<file path="config.mk">
export PLATFORM = sky130hd
export DESIGN_NAME = led_blink_pwm
export DESIGN_NICKNAME = d
export VERILOG_FILES = /design/src/rtl/led_pkg.sv /design/src/rtl/led_regs.sv /design/src/rtl/led_timebase.sv /design/src/rtl/led_pwm.sv /design/src/rtl/led_blink_pwm.sv
export SDC_FILE = /design/constraint.sdc
export NUM_CORES = 1
export LEC_CHECK = 0
export ABC_AREA = 1
export BUFFER_PORTS_ARGS = -buffer_cell sky130_fd_sc_hd__buf_4
export CAP_MARGIN = 20
export CORE_UTILIZATION = 50
export CTS_BUF_LIST = sky130_fd_sc_hd__clkbuf_4 sky130_fd_sc_hd__clkbuf_8
export DETAILED_ROUTE_END_ITERATION = 16
export PLACE_DENSITY = 0.66
export SLEW_MARGIN = 20
export SYNTH_ARGS = -nofsm -noshare
export SYNTH_HDL_FRONTEND = slang
export SYNTH_SLANG_ARGS = --single-unit
</file>
<file path="constraint.sdc">
create_clock -name clk -period 1.88 [get_ports clk]
set_input_delay 0.094 -clock clk [delete_from_list [all_inputs] [get_ports clk]]
set_output_delay 0.094 -clock clk [all_outputs]
set_load 0.05 [all_outputs]
</file>
<file path="src/rtl/led_pkg.sv">
package led_pkg;
  localparam int DW = 8;

  typedef enum logic [1:0] {
    ADDR_CTRL   = 2'd0,
    ADDR_EFFECT = 2'd1,
    ADDR_LEVEL  = 2'd2,
    ADDR_NONE   = 2'd3
  } led_addr_e;

  localparam int CTRL_OWN_BIT   = 0;
  localparam int CTRL_EN_BIT    = 1;
  localparam int CTRL_RATE_LO   = 4;
  localparam int EFF_BLINK_BIT  = 2;

  localparam logic [DW-1:0] CTRL_RESET = 8'h08;
  localparam logic [DW-1:0] EFF_RESET  = 8'h02;
endpackage

</file>
<file path="src/rtl/led_regs.sv">
module led_regs
  import led_pkg::*;
(
  input  logic          clk,
  input  logic          rst,
  input  logic          wr_en,
  input  logic [1:0]    reg_addr,
  input  logic [DW-1:0] wr_data,
  output logic [DW-1:0] rd_data,
  output logic          sw_own,
  output logic          enable,
  output logic [1:0]    rate_sel,
  output logic          blink_mode,
  output logic [DW-1:0] level,
  output logic          restart
);
  logic [DW-1:0] ctrl_r, eff_r, level_r, rd_r;

  always_ff @(posedge clk) begin
    if (rst) begin
      ctrl_r  <= CTRL_RESET;
      eff_r   <= EFF_RESET;
      level_r <= '0;
      rd_r    <= '0;
    end else begin
      case (led_addr_e'(reg_addr))
        ADDR_CTRL:   rd_r <= ctrl_r;
        ADDR_EFFECT: rd_r <= eff_r;
        ADDR_LEVEL:  rd_r <= level_r;
        default:     rd_r <= '0;
      endcase
      if (wr_en) begin
        case (led_addr_e'(reg_addr))
          ADDR_CTRL:   ctrl_r  <= wr_data;
          ADDR_EFFECT: eff_r   <= wr_data;
          ADDR_LEVEL:  level_r <= wr_data;
          default:     ;
        endcase
      end
    end
  end

  always_comb begin
    restart = 1'b0;
    if (wr_en) begin
      if (led_addr_e'(reg_addr) == ADDR_CTRL)
        restart = wr_data[CTRL_RATE_LO +: 2] != ctrl_r[CTRL_RATE_LO +: 2];
      else if (led_addr_e'(reg_addr) == ADDR_EFFECT)
        restart = wr_data[EFF_BLINK_BIT] != eff_r[EFF_BLINK_BIT];
    end
  end

  assign rd_data    = rd_r;
  assign sw_own     = ctrl_r[CTRL_OWN_BIT];
  assign enable     = ctrl_r[CTRL_EN_BIT];
  assign rate_sel   = ctrl_r[CTRL_RATE_LO +: 2];
  assign blink_mode = eff_r[EFF_BLINK_BIT];
  assign level      = level_r;
endmodule

</file>
<file path="src/rtl/led_timebase.sv">
module led_timebase #(
  parameter int TICK_CLKS = 25_000_000
) (
  input  logic       clk,
  input  logic       rst,
  input  logic       restart,
  input  logic [1:0] rate_sel,
  output logic       blink_on
);
  localparam int PHASE_W = 4;
  localparam int PRE_W   = (TICK_CLKS > 1) ? $clog2(TICK_CLKS) : 1;

  logic               tick;
  logic [PHASE_W-1:0] phase_r;

  generate
    if (TICK_CLKS > 1) begin : g_prescale
      logic [PRE_W-1:0] pre_r;
      assign tick = (pre_r == PRE_W'(TICK_CLKS - 1));
      always_ff @(posedge clk) begin
        if (rst || restart)  pre_r <= '0;
        else if (tick)       pre_r <= '0;
        else                 pre_r <= pre_r + 1'b1;
      end
    end else begin : g_noprescale
      assign tick = 1'b1;
    end
  endgenerate

  always_ff @(posedge clk) begin
    if (rst || restart) phase_r <= '0;
    else if (tick)      phase_r <= phase_r + 1'b1;
  end

  // code 11 -> bit 0 (fastest), code 00 -> bit 3 (slowest)
  assign blink_on = ~phase_r[2'd3 - rate_sel];
endmodule

</file>
<file path="src/rtl/led_pwm.sv">
module led_pwm #(
  parameter int DW = 8
) (
  input  logic          clk,
  input  logic          rst,
  input  logic [DW-1:0] level,
  output logic          pwm_on
);
  logic [DW-1:0] cnt_r;

  always_ff @(posedge clk) begin
    if (rst) cnt_r <= '0;
    else     cnt_r <= cnt_r + 1'b1;
  end

  assign pwm_on = cnt_r < level;
endmodule

</file>
<file path="src/rtl/led_blink_pwm.sv">
module led_blink_pwm
  import led_pkg::*;
#(
  parameter int TICK_CLKS = 25_000_000
) (
  input  logic          clk,
  input  logic          rst,
  input  logic          wr_en,
  input  logic [1:0]    reg_addr,
  input  logic [DW-1:0] wr_data,
  output logic [DW-1:0] rd_data,
  input  logic          hw_status,
  output logic          led_out
);
  logic          sw_own, enable, blink_mode, restart, blink_on, pwm_on;
  logic [1:0]    rate_sel;
  logic [DW-1:0] level;
  logic          led_r, led_next;

  led_regs i_regs (
    .clk(clk), .rst(rst), .wr_en(wr_en), .reg_addr(reg_addr),
    .wr_data(wr_data), .rd_data(rd_data), .sw_own(sw_own),
    .enable(enable), .rate_sel(rate_sel), .blink_mode(blink_mode),
    .level(level), .restart(restart)
  );

  led_timebase #(.TICK_CLKS(TICK_CLKS)) i_timebase (
    .clk(clk), .rst(rst), .restart(restart),
    .rate_sel(rate_sel), .blink_on(blink_on)
  );

  led_pwm #(.DW(DW)) i_pwm (
    .clk(clk), .rst(rst), .level(level), .pwm_on(pwm_on)
  );

  always_comb begin
    if (sw_own) led_next = enable && pwm_on && (!blink_mode || blink_on);
    else        led_next = hw_status;
  end

  always_ff @(posedge clk) begin
    if (rst) led_r <= 1'b0;
    else     led_r <= led_next;
  end

  assign led_out = led_r;
endmodule

</file>
==> out/metrics.csv <==
metric;value;unit
routed wire length;7.488;mm
synthesized cell area;3436;um2
Worst VDD drop;0.4567;mV
number of synthesized flops with an enable pin;0;
pre-CTS WS;319.0;ps
largest net degree at the start of global routing;30;
TritonCTS sink count;70;
grt ovf;0;
CTS tree;yes;
post-synthesis sequential area ratio;40.79;%
crit path max fanout;17;
post-route insts no fill;599;
Finished Cell Area;3944;um2
Clock Tree Buf Depth;2;
Final min period;1573;ps
Layout area overhead;14.79;%
startpoint class of the critical path;register;
final hold violations;0;
Async S/R FF share, synth;0;%
Yosys warnings;0;
multiplexer share of the synthesized area;0;%
total CTS buffers;9;
FF+latch count, synth;70;
CTS Hold Bufs;2;
Comb pwr share;8.2;%
via count;3008;
outcome;finished, violations left;
Reg2Reg Setup Slack;310;ps
dpl cells;580;
First-pass DRT Iterations;10;
worst skew pair latency;350;ps
dpl cell area;3681;um2
post-synthesis adder-cell area fraction;3.642;%
Syn Area/Cell;7.084;um2
post-synth cell types;35;
post-synthesis xor/xnor area fraction;3.569;%
Post-CTS Resized;0;
Clock power frac;43.5;%
buffer count from post-CTS setup fixing;0;
Fin Clk Skew;10.39;ps
PortBufs;22;
fmax;635.8;MHz
Syn Inst Count;485;
fin worst setup slack;307.3;ps
post-synthesis compound-gate area fraction;9.723;%
# diodes;0;
initial antenna violation count;0;
Post-Syn Nets;509;
static leakage;1.715;nW
vias per cell;5.022;
Slew Viols, Final;0;
Design Power;3.206;mW
WS Path Type;reg -> reg;
die area;7207;um2
DRC;1;
unrepaired setup endpoints after global routing;no;
global-route wire length before repair;12.70;mm
Post-Synth Simple-Gate Area;33.18;%
row cnt;29;
die width;84.90;um
final antenna-violating net count;0;
Initial Util;52.90;%
H-tree Lvls;3;
Sw Ratio;23.91;%
Max-cap violations;0;
Die Span Y;84.90;um
Worst Path Arrival;1800;ps
setup TNS;0;ps
routed length per placed instance;12.50;um
largest family of logic cells by synthesized area;simple AND/OR/NAND/NOR gates;
GPL Wtd Cong;0.8542;
register share of total power;48.4;%
share of layout cells above drive strength 1;13.22;%
Core ar.;6495;um2
Nets;541;
Internal;2.440;mW
dpl hpwl;5.540;mm
main flop type after synthesis;dfxtp_1;
worst-margin pin slew;348.8;ps
initial DRC count;163;
P per Cell Area;812.9;nW/um2
worst rel slew slack;76.72;%
Setup-failing EPs final;0;
number of global-route vias before repair;2728;
CP required;2110;ps
period utilization;83.66;%
# IOs;23;
total track usage;22.68;%
Worst Setup End Kind;register;
Clock transition at path regs;80;ps
failing checks;design-rule violations;
P_sw;0.7665;mW
CTS Root Cell;clkbuf_8;
HP Class;in -> reg;
cells in the mapped netlist, types with 2 or more instances:
library cell  count  area [um2]
nand4_1           2       12.51
nand2_1         130       488.0
clkbuf_1          3       11.26
nand2_4           3       33.78
nand3_1          30       150.1
a21oi_1          34       170.2
nor2_4            4       45.04
a21oi_2           2       17.52
nor3_1           14       70.07
ha_1             10       125.1
inv_1            68       255.2
nor3_2            4       40.04
xnor2_1           6       52.55
dfxtp_1          70        1401
nor2_2            2       12.51
nor2_1           50       187.7
nand3b_1          2       15.01
buf_6             2       22.52
o21ai_0          20       100.1
xor2_1            8       70.07
buf_2             3       15.01
nand2_2           5       31.28
layout by cell type, fill, tap and decap left out, types with 4 or more instances in the layout:
cell        n
inv_1      68
nor2_1     50
nand2_1   130
xor2_1      8
ha_1       10
xnor2_1     6
a21oi_1    34
nand2_2     5
o21ai_0    20
nor3_1     14
clkbuf_8   11
buf_4      27
nand3_1    30
nor3_2      4
nor2_4      4
dfxtp_1    70
cell type report:
cell class,instances,area (um2)
timing repair buffer,30,232.7
tap,77,96.34
clock inverter,5,81.33
inverter,69,259.0
sequential,70,1401
clock buffer,11,151.4
multi-input combinational,337,1722
fill,612,2551
stage by stage:
step,hold WS (ps),utilization (%)
floorplan,170.1,-
global placement,322.2,56.68
detailed placement,334.8,56.68
CTS,1.517,60.57
global route,7.524,60.72
finish,14.28,60.72
kinds of logic (layout without fill, tap and decap cells):
| kind of cell | after synthesis | in the layout |
|---|---|---|
| adders and majority gates | 10 | 10 |
| DFF | 70 | 70 |
| xor gates and xnor gates | 14 | 14 |
| buffers and inverters | 78 | 115 |
| AOI/OAI and AO/OA | 61 | 61 |
| and+or+nand+nor | 252 | 252 |
worst paths after layout:
path,endpoint,depth (start not counted),startpoint
setup / recovery,i_timebase.g_prescale.pre_r[8],8,i_timebase.g_prescale.pre_r[0]
hold / removal,i_regs.eff_r[6],3,wr_data[6]
setup reg to reg,i_timebase.g_prescale.pre_r[8],8,i_timebase.g_prescale.pre_r[0]
hold reg to reg,i_pwm.cnt_r[0],1,i_pwm.cnt_r[0]
critical path, stage by stage (launching register included):
cell	delay [ps]
dfxtp_1	360
ha_1	220
nand2_1	80
inv_1	90
nand3_2	100
nor2_4	230
nand2_4	100
nand3_4	190
a21oi_1	80
metal layers:
metal	track usage [%]	wire length (um)
met5	0	0
met2	34.52	3227
met3	5.545	385
met1	31.89	3765
met4	6.934	109
power groups by stage:
stage | Clock (mW) | Combinational [mW] | Sequential (mW)
after floorplan | 0 | 0.153 | 1.60
after global placement | 0 | 0.255 | 1.58
after detailed placement | 0 | 0.258 | 1.58
after CTS | 1.41 | 0.262 | 1.55
after global routing | 1.49 | 0.298 | 1.56
final | 1.39 | 0.262 | 1.55
flip-flops by register name, summed over array words and instances, names as in the netlist:
| signal | flops |
|---|---|
| led_out | 1 |
| i_regs.rd_data | 8 |
| i_regs.eff_r | 8 |
| i_pwm.cnt_r | 8 |
| i_timebase.phase_r | 4 |
| i_regs.level | 8 |
| i_regs.ctrl_r | 8 |
| i_timebase.g_prescale.pre_r | 25 |
Note: power is estimated with default switching activity, not from simulation.
